## src/rtl/dels_pkg.sv

```systemverilog
`timescale 1ns/1ps
package dels_pkg;

    // Operation applied to the register on one clock edge.
    typedef enum logic [1:0] {
        OP_HOLD  = 2'd0,
        OP_LOAD  = 2'd1,
        OP_SHIFT = 2'd2
    } dels_op_e;

endpackage

```

## src/rtl/dels_op_decode.sv

```systemverilog
`timescale 1ns/1ps
module dels_op_decode
    import dels_pkg::*;
(
    input  logic     load_en,
    input  logic     shift_en,
    output dels_op_e op
);

    // Load outranks shift; with both low the edge holds.
    always_comb begin
        unique case ({load_en, shift_en})
            2'b10, 2'b11: op = OP_LOAD;
            2'b01:        op = OP_SHIFT;
            default:      op = OP_HOLD;
        endcase
    end

endmodule

```

## src/rtl/dels_next_value.sv

```systemverilog
`timescale 1ns/1ps
module dels_next_value
    import dels_pkg::*;
#(
    parameter int WIDTH = 4
) (
    input  dels_op_e           op,
    input  logic [WIDTH-1:0]   cur,
    input  logic               ser_in,
    input  logic [WIDTH-1:0]   par_in,
    output logic [WIDTH-1:0]   nxt
);

    localparam int TOP = WIDTH - 1;

    always_comb begin
        unique case (op)
            OP_LOAD:  nxt = par_in;
            OP_SHIFT: nxt = {cur[TOP-1:0], ser_in};
            default:  nxt = cur;
        endcase
    end

endmodule

```

## src/rtl/dels_edge_bank.sv

```systemverilog
`timescale 1ns/1ps
module dels_edge_bank #(
    parameter int WIDTH   = 4,
    parameter bit FALLING = 1'b0
) (
    input  logic             clk,
    input  logic             arst,
    input  logic [WIDTH-1:0] nxt,
    input  logic [WIDTH-1:0] partner,
    output logic [WIDTH-1:0] store
);

    // Writing nxt ^ partner makes (store ^ partner) equal nxt after this edge.
    logic [WIDTH-1:0] enc;
    assign enc = nxt ^ partner;

    generate
        if (FALLING) begin : g_fall
            always_ff @(negedge clk or posedge arst) begin
                if (arst) store <= '0;
                else      store <= enc;
            end
        end else begin : g_rise
            always_ff @(posedge clk or posedge arst) begin
                if (arst) store <= '0;
                else      store <= enc;
            end
        end
    endgenerate

endmodule

```

## src/rtl/dels_shift_reg.sv

```systemverilog
`timescale 1ns/1ps
module dels_shift_reg
    import dels_pkg::*;
#(
    parameter int WIDTH = 4
) (
    input  logic             clk,
    input  logic             arst,
    input  logic             load_en,
    input  logic             shift_en,
    input  logic             ser_in,
    input  logic [WIDTH-1:0] par_in,
    output logic [WIDTH-1:0] par_out
);

    initial begin
        if (WIDTH < 2) $error("dels_shift_reg: WIDTH must be at least 2");
    end

    dels_op_e         op;
    logic [WIDTH-1:0] nxt;
    logic [WIDTH-1:0] rise_q;
    logic [WIDTH-1:0] fall_q;

    dels_op_decode u_decode (
        .load_en  (load_en),
        .shift_en (shift_en),
        .op       (op)
    );

    dels_next_value #(.WIDTH(WIDTH)) u_next (
        .op     (op),
        .cur    (par_out),
        .ser_in (ser_in),
        .par_in (par_in),
        .nxt    (nxt)
    );

    dels_edge_bank #(.WIDTH(WIDTH), .FALLING(1'b0)) u_rise (
        .clk     (clk),
        .arst    (arst),
        .nxt     (nxt),
        .partner (fall_q),
        .store   (rise_q)
    );

    dels_edge_bank #(.WIDTH(WIDTH), .FALLING(1'b1)) u_fall (
        .clk     (clk),
        .arst    (arst),
        .nxt     (nxt),
        .partner (rise_q),
        .store   (fall_q)
    );

    assign par_out = rise_q ^ fall_q;

endmodule

```

## config.mk

```make
export PLATFORM = sky130hd
export DESIGN_NAME = dels_shift_reg
export DESIGN_NICKNAME = d
export VERILOG_FILES = /design/src/rtl/dels_pkg.sv /design/src/rtl/dels_op_decode.sv /design/src/rtl/dels_next_value.sv /design/src/rtl/dels_edge_bank.sv /design/src/rtl/dels_shift_reg.sv
export SDC_FILE = /design/constraint.sdc
export NUM_CORES = 1
export LEC_CHECK = 0
export BUFFER_PORTS_ARGS = -buffer_cell sky130_fd_sc_hd__buf_2
export CAP_MARGIN = 20
export CELL_PAD_IN_SITES_DETAIL_PLACEMENT = 1
export CELL_PAD_IN_SITES_GLOBAL_PLACEMENT = 1
export CORE_UTILIZATION = 33
export DETAILED_ROUTE_END_ITERATION = 10
export GPL_TIMING_DRIVEN = 1
export PLACE_DENSITY_LB_ADDON = 0.1
export SETUP_SLACK_MARGIN = 0.1
export SLEW_MARGIN = 10
export SYNTH_ARGS = -nofsm -noshare
export SYNTH_HDL_FRONTEND = slang
export SYNTH_SLANG_ARGS = --single-unit
```

## constraint.sdc

```tcl
create_clock -name clk -period 1.2 [get_ports clk]
set_clock_uncertainty 0.15 [all_clocks]
set_input_delay 0.18 -clock clk [delete_from_list [all_inputs] [get_ports clk]]
set_output_delay 0.18 -clock clk [all_outputs]
set_load 0.01 [all_outputs]
```

# == Word level (Yosys, flattened, before mapping) ==
# Index checks and enable logic that the tools add are counted.
# W data, S select, Z words.
# op_classes
n_eq_ne,5
mux,2
bitwise_logic,3
n_reduce_logical,1
# op_table
operator,count
$xor A4 B4 Y4,3
$pmux W4 S2,1
$eq A2 B2 Y1 const B,3
$eq A2 B1 Y1 const B,2
$pmux W2 S2,1
$reduce_or A2 Y1,1
# word_totals
register_bits,8
inputBits,9
output_inout_bits,4

# == Logic depth before layout (Yosys ltp) ==
# Gate-level depths: netlist of run 1.
# depth
word_depth,6
depth_mapped,3
mapped_depth_nobuf,3

# == By module ==
# From an unflattened synthesis of run 1, not the netlist that was laid out.
# hier_totals
cells_unflattened,40
hier_area_um2,420.4
# by_module_without_submodules
module,instances,cells_each,area_each_um2,seq_area_each_um2
dels_edge_bank,2,9,138.9,100.1
dels_next_value,1,16,97.6,0.0
dels_shift_reg,1,4,35.0,0.0
dels_op_decode,1,2,10.0,0.0

==> qor.yml, run 1 <==
drt-total-wl_mm: 1.61
worstHoldPathType: "input port to flip-flop"
finalHoldViolations: 0
drtIter0Drc: 6
layout_setup_ws_ns: -0.764
start_kind: "flip-flop"
critical_path_class: "flip-flop to primary output"
rows: 14
endpoint_kind: "primary output"
grt_pass1_vias: 652
vdd_drop_max_uv: 1100
tritoncts: "done"
h-tree-depth: 1
reg2reg_slack_ns: -0.72
first_pass_iters: 4
ys_types: 15
die_h_um: 42.4
antenna_found_initial: 0
via_count: 607
cts-buffers-inserted: 3
grt_pass1_wl_mm: 2.82
synth_area_um2: 538
worst_hold_slack_ns: 0.162
synth-xor-area-share_pct: 22.8
min_to: "u_rise.store[0]$_DFF_PP0_"
area_growth_pct: 64.2
grt_max_degree: 11
reg2reg_depth: 4
ys_seq_elements: 8
busiest_layer: "met2"
synth_fa_ha_area_share_pct: 0
gr-usage-all-layers_pct: 22.0
postLayoutCoreUtil_pct: 58.6
die_area_um2: 1800
wire_per_inst_um: 13.5
clk_path_buf_depth: 2
worstReg2RegEnd: "u_fall.store[1]$_DFF_NP0_"
yosysWarningCount: 0
synth_compound_area_share_pct: 11.6
drc: 0
min_from: "load_en"
synth-simple-area-share_pct: 21.2
max-cap-violations: 0
core-area_um2: 1510
final_max_slew_viol_count: 0
dp.cells: 106
port_buffers: 12
dpl.hpwl_mm: 1.10
syn_avg_cell_area_um2: 8.97
cp.arrival_ns: 1.63
status: "complete, but fails checks"
critPathRequiredTime_ns: 0.87
powerDensity_nw_per_um2: 2420
synthMuxAreaShare_pct: 3.72
synth_top_family_by_area: "XOR/XNOR gates"
n_antenna_cell: 0
finalPower_uw: 2140
grtUsageMet2_pct: 34.5
synthCells: 60
yosysSeqAreaShare_pct: 37.2
overflow: 0
grt_setup_unrepaired: "yes"
setup_viol: 12
clk_latency_ns: 0.27
p_leak_uw: 0.000464
critPathMaxFanout: 2
drive_gt1_share_pct: 44.7
use_met3_pct: 8.62
die_w_um: 42.4
place_congestion: 0.729
violations: "setup timing"
slew_headroom_pct: 73.9
final_cells: 119
synthesis.nets: 69
floorplan.io_pins: 13
cts_root_buffer: "clkbuf_4"
ant_nets: 0
hold_depth: 3
fin_nets: 113
grtUsageMet1_pct: 24.9
tightest_slew_ns: 0.390
path_clk_slew_ns: 0.06
initial_core_util_pct: 35.7
finalSetupTns_ns: -8.41
r2r_start: "u_rise.store[0]$_DFF_PP0_"
clock-sinks: 8
via_per_inst: 5.10
==> per-layer routing <==
metal  vias to the layer above  part of all wire (%)  routed length, um
li1                        297                     -                  -
met2                        16                    47                752
met1                       285                    45                721
met5                         -                     0                  0
met3                         9                   4.8                 77
met4                         0                   3.8                 61
==> placed cells by master, fill, tap and decap left out, types with 2 or more instances in the layout <==
master / netlist / final
a32oi_1: 6 / 6
mux2i_1: 2 / 2
buf_4: 0 / 27
nand2_1: 8 / 8
dfrtn_1: 4 / 4
inv_1: 4 / 4
clkbuf_4: 0 / 3
xnor2_2: 0 / 3
or3_1: 6 / 6
buf_2: 0 / 12
nand3_1: 6 / 6
xor2_1: 11 / 10
dfrtp_1: 4 / 4
o21ai_1: 0 / 2
==> sequential cells by signal, indices dropped and copies added, names as in the netlist <==
name and cells:
u_rise.store 4, u_fall.store 4
==> power by group <==
| group | internal, uW | switching, uW | leakage [uW] |
|---|---|---|---|
| Sequential | 397 | 137 | 0.0000969 |
| Combinational | 773 | 587 | 0.000352 |
| Clock | 128 | 113 | 0.0000150 |
| Total | 1300 | 837 | 0.000464 |
==> cell type report <==
class,count,area (um2)
Clock buffer,4,26.3
Fill cell,191,623
Inverter,4,15.0
Multi-Input combinational cell,47,349
Sequential cell,8,200
Tap cell,16,20.0
Timing Repair Buffer,40,273
==> worst max-delay path, stage by stage, from the launching register on <==
cell     delay (ns)
dfrtn_1        0.46
xnor2_2        0.13
inv_1          0.05
buf_2          0.13
==> synthesized netlist by cell type <==
cell	number	area share (%)
dfrtp_1	4	19
mux2i_1	2	3.7
inv_1	4	2.8
a32oi_1	6	9.8
o21ai_0	2	1.9
or3_1	6	7.0
nand3_1	6	5.6
dfrtn_1	4	19
nor2_1	1	0.70
nand2b_1	1	1.2
nand2_1	8	5.6
clkbuf_1	1	0.70
xor2_1	11	18
nor2b_1	1	1.2
xnor2_1	3	4.9
==> cell families (layout without fill, tap and decap cells) <==
group                     Yosys count  after routing
buffers and inverters               5             48
muxes                               2              2
and+or+nand+nor                    23             23
xor gates and xnor gates           14             14
AOI/OAI and AO/OA                   8              8
DFF                                 8              8
==> how the worst max path moves through the flow <==
stage,from,to,slack (ns),cells past startpoint
final,u_fall.store[1]$_DFF_NP0_,par_out[1],-0.76,3
after global routing,u_fall.store[0]$_DFF_NP0_,par_out[0],-0.83,3
after CTS,u_fall.store[2]$_DFF_NP0_,par_out[2],-0.79,3
after detailed placement,u_rise.store[0]$_DFF_PP0_,u_fall.store[1]$_DFF_NP0_,-0.62,3
after global placement,u_fall.store[1]$_DFF_NP0_,u_rise.store[2]$_DFF_PP0_,-0.61,3
after floorplan,u_fall.store[1]$_DFF_NP0_,u_rise.store[2]$_DFF_PP0_,-0.57,3
==> metrics by stage <==
step	cell area [um2]	setup WS, ns
after floorplan	568	-0.574
after global placement	787	-0.607
after detailed placement	787	-0.619
after CTS	876	-0.786
after global routing	883	-0.825
final	883	-0.764
==> timing repair <==
action,in CTS,in global routing
hold buffers,1,0
pin swaps,7,2
resized for setup,0,0
setup endpoints to repair,12,12
buffers inserted,7,1
hold endpoints to repair,4,0
(Power assumes the default switching activity.)
==> run 2: changes to the inputs <==
--- a/config.mk
+++ b/config.mk
@@ -5,14 +5,16 @@
 export SDC_FILE = /design/constraint.sdc
 export NUM_CORES = 1
 export LEC_CHECK = 0
+export ABC_AREA = 1
 export BUFFER_PORTS_ARGS = -buffer_cell sky130_fd_sc_hd__buf_2
 export CAP_MARGIN = 20
 export CELL_PAD_IN_SITES_DETAIL_PLACEMENT = 1
 export CELL_PAD_IN_SITES_GLOBAL_PLACEMENT = 1
-export CORE_UTILIZATION = 33
+export CORE_UTILIZATION = 30
 export DETAILED_ROUTE_END_ITERATION = 10
 export GPL_TIMING_DRIVEN = 1
 export PLACE_DENSITY_LB_ADDON = 0.1
+export RECOVER_POWER = 25
 export SETUP_SLACK_MARGIN = 0.1
 export SLEW_MARGIN = 10
 export SYNTH_ARGS = -nofsm -noshare
==> qor.yml, run 2 <==
intPower_uw: 1170  # -10%
slowest_stage: "dfrtn_1"
synthCells: 75  # +25%
synth_edf_count: 0  # unchanged
vdd_drop_max_uv: 1160  # +5.3%
powerDensity_nw_per_um2: 2540  # +5.0%
crit_family: "flip-flops"
drc: 0  # unchanged
first_pass_iters: 3  # -1
synthesis.nets: 84  # +22%
ys_types: 12  # -3
postLayoutCoreUtil_pct: 52.5  # -6.1 points
grt_max_degree: 6  # -5
p_clk_share_pct: 10.6  # -0.7 points
cp_num_buf_inv: 2  # unchanged
status: "complete, but fails checks"
cp.arrival_ns: 1.63  # about the same
reg2reg_slack_ns: -0.71  # about the same
floorplan.io_pins: 13  # unchanged
combinationalPowerShare_pct: 61.2  # -2.5 points
layout_setup_ws_ns: -0.760  # +0.00403 ns
rows: 14  # unchanged
core-area_um2: 1540  # +2.3%
finalHoldViolations: 0  # unchanged
clk_latency_ns: 0.27  # about the same
multi_input_area_um2: 328  # -6.1%
p_leak_uw: 0.000463  # -0.23%
path_clk_slew_ns: 0.04  # -0.02 ns
ys_seq_elements: 8  # unchanged
h-tree-depth: 1  # unchanged
final_cell_mix: "nand2_1, buf_4, buf_2"
synth_top_area_cell: "nand2_1"
dp.cells: 113  # +6.6%
yosysSeqAreaShare_pct: 39.1  # +1.9 points
reg2reg_depth: 8  # +4
cp-startpoint: "u_fall.store[2]$_DFF_NP0_"
ys_top_cells_by_area: "nand2_1, dfrtn_1, dfrtp_1, inv_1, nand3_1"
synth_top_area_share_pct: 21.3  # +2.7 points
worstReg2RegEnd: "u_rise.store[2]$_DFF_PP0_"
critical_path_class: "flip-flop to primary output"
crit_cells: 4  # +1
worstHoldPathType: "input port to asynchronous set/reset pin"
die_area_um2: 1870  # +4.4%
overflow: 0  # unchanged
drive_gt1_share_pct: 50.0  # +5.3 points
cts_root_buffer: "clkbuf_4"
gr-usage-all-layers_pct: 20.7  # -1.3 points
final_cells: 122  # +2.5%
layout_commonest_cell: "nand2_1"
tritoncts: "done"
tightest_slew_ns: 0.291  # -0.0995 ns
n_antenna_cell: 0  # unchanged
clock-sinks: 8  # unchanged
wire_per_inst_um: 12.2  # -9.9%
r2r_start: "u_fall.store[2]$_DFF_NP0_"
synth.most_common_cell: "nand2_1"
start_kind: "flip-flop"
seqPwrFrac_pct: 28.3  # +3.3 points
slew_headroom_pct: 80.5  # +6.6 points
grt_pass1_wl_mm: 2.71  # -3.7%
antenna_found_initial: 0  # unchanged
crit_path_max_incr_delay_ns: 0.46  # about the same
port_buffers: 12  # unchanged
grt_setup_unrepaired: "yes"
path_cells: "inv_2 -> nand2_2 -> nand2_1 -> buf_2"
swShare_pct: 43.1  # +4.0 points
seq_area_um2: 201  # +0.62%
worst_hold_slack_ns: 0.146  # -0.0155 ns
setup_viol: 12  # unchanged
critPathRequiredTime_ns: 0.87  # about the same
drt-total-wl_mm: 1.49  # -7.6%
final_max_slew_viol_count: 0  # unchanged
via_per_inst: 4.65  # -8.9%
synth-async-reset-ratio_pct: 100  # unchanged
max-cap-violations: 0  # unchanged
finalPower_uw: 2050  # -3.8%
place_congestion: 0.844  # +16%
initial_core_util_pct: 33.2  # -2.5 points
via_count: 567  # -6.6%
synth_area_um2: 512  # -4.9%
area_growth_pct: 58.2
ant_nets: 0  # unchanged
drtIter0Drc: 4  # -2
yosysWarningCount: 0  # unchanged
clk_path_buf_depth: 2  # unchanged
endpoint_kind: "primary output"
synthFlopType: "dfrtp_1"
fin_nets: 117  # +3.5%
yosys-top-cells-count: "nand2_1, inv_1, nand3_1, nand4_1"
largestRegisters: "u_fall.store: 4 flops, u_rise.store: 4 flops"
grt_pass1_vias: 638  # -2.1%
power.switching_uw: 886  # +5.9%
violations: "setup timing"
syn_avg_cell_area_um2: 6.82  # -24%
fill_cells: 203  # +6.3%
cts-buffers-inserted: 3  # unchanged
die_w_um: 43.3  # +2.2%
dpl.hpwl_mm: 1.12  # +2.0%
critPathMaxFanout: 3  # +1
die_h_um: 43.3  # +2.2%
[run 2: cell count changes after synthesis, sizes merged, moves of 2 or more]
cell,previous run,this run
xor2,11,0
or3,6,0
nand4,0,6
a32oi,6,0
nand2,8,29
o21ai,2,0
nor2,1,3
nand3,6,11
xnor2,3,1
inv,4,13
mux2i,2,0
or2,0,3
[run 2: layer usage]
metal  track usage, %  up-vias  share of wire, %
met5                0        -                 0
met4             12.7        0               2.8
met3             6.38        5               3.8
met2             32.2       11                46
met1             24.7      250                47
li1                 -      301                 -
[run 2: worst reg2reg max path: stages, from the launching register on]
cell and delay [ns]:
dfrtn_1 0.46, inv_2 0.06, nand2_2 0.06, buf_4 0.11, nand3_2 0.08, buf_4 0.14
nand3_2 0.06, nand2_1 0.05, nand2_1 0.06
[run 2: power groups by stage]
| stage | logic, uW | registers (uW) | clock network [uW] |
|---|---|---|---|
| final | 1260 | 581 | 217 |
| after global routing | 1410 | 602 | 251 |
| after CTS | 1250 | 568 | 237 |
| after detailed placement | 1020 | 565 | 0 |
| after global placement | 991 | 565 | 0 |
| after floorplan | 641 | 529 | 0 |
[run 2: kinds of logic (layout without fill, tap and decap cells)]
family          count (synthesis)  count (layout)  share of synthesized area (%)
compound gates                  1               1                          0.977
xor+xnor                        1               1                           1.71
buf+inv                        13              44                           9.54
flops                           8               8                           39.1
simple gates                   52              52                           48.7
[run 2: what timing repair did]
item | CTS | global route
hold buffers | 1 | 0
gates cloned | 0 | 0
hold endpoints to repair | 4 | 0
pin swaps | 3 | 2
setup endpoints to repair | 12 | 12
gates resized for setup | 6 | 4
buffers inserted | 5 | 0
[run 2: how the worst max path moves through the flow]
stage / end
5_1_grt: par_out[1]
3_5_place_dp: u_fall.store[1]$_DFF_NP0_
6_report: par_out[2]
2_1_floorplan: u_fall.store[0]$_DFF_NP0_
3_3_place_gp: u_fall.store[1]$_DFF_NP0_
4_1_cts: par_out[2]
[run 2: final cells by class]
type / instances / area share [%]
clock buffer: 3 / 2.78
multi-input combinational: 54 / 40.5
timing repair buffer: 28 / 23.3
tap: 16 / 2.47
inverter: 13 / 6.03
sequential: 8 / 24.9
[run 2: through the flow]
| stage | instance area, um2 | TNS, ns | setup WS, ns |
|---|---|---|---|
| after detailed placement | 704 | -6.81 | -0.665 |
| after global routing | 810 | -8.77 | -0.808 |
| after global placement | 704 | -6.67 | -0.642 |
| after floorplan | 549 | -5.20 | -0.489 |
| final | 810 | -7.93 | -0.760 |
| after CTS | 806 | -7.97 | -0.770 |
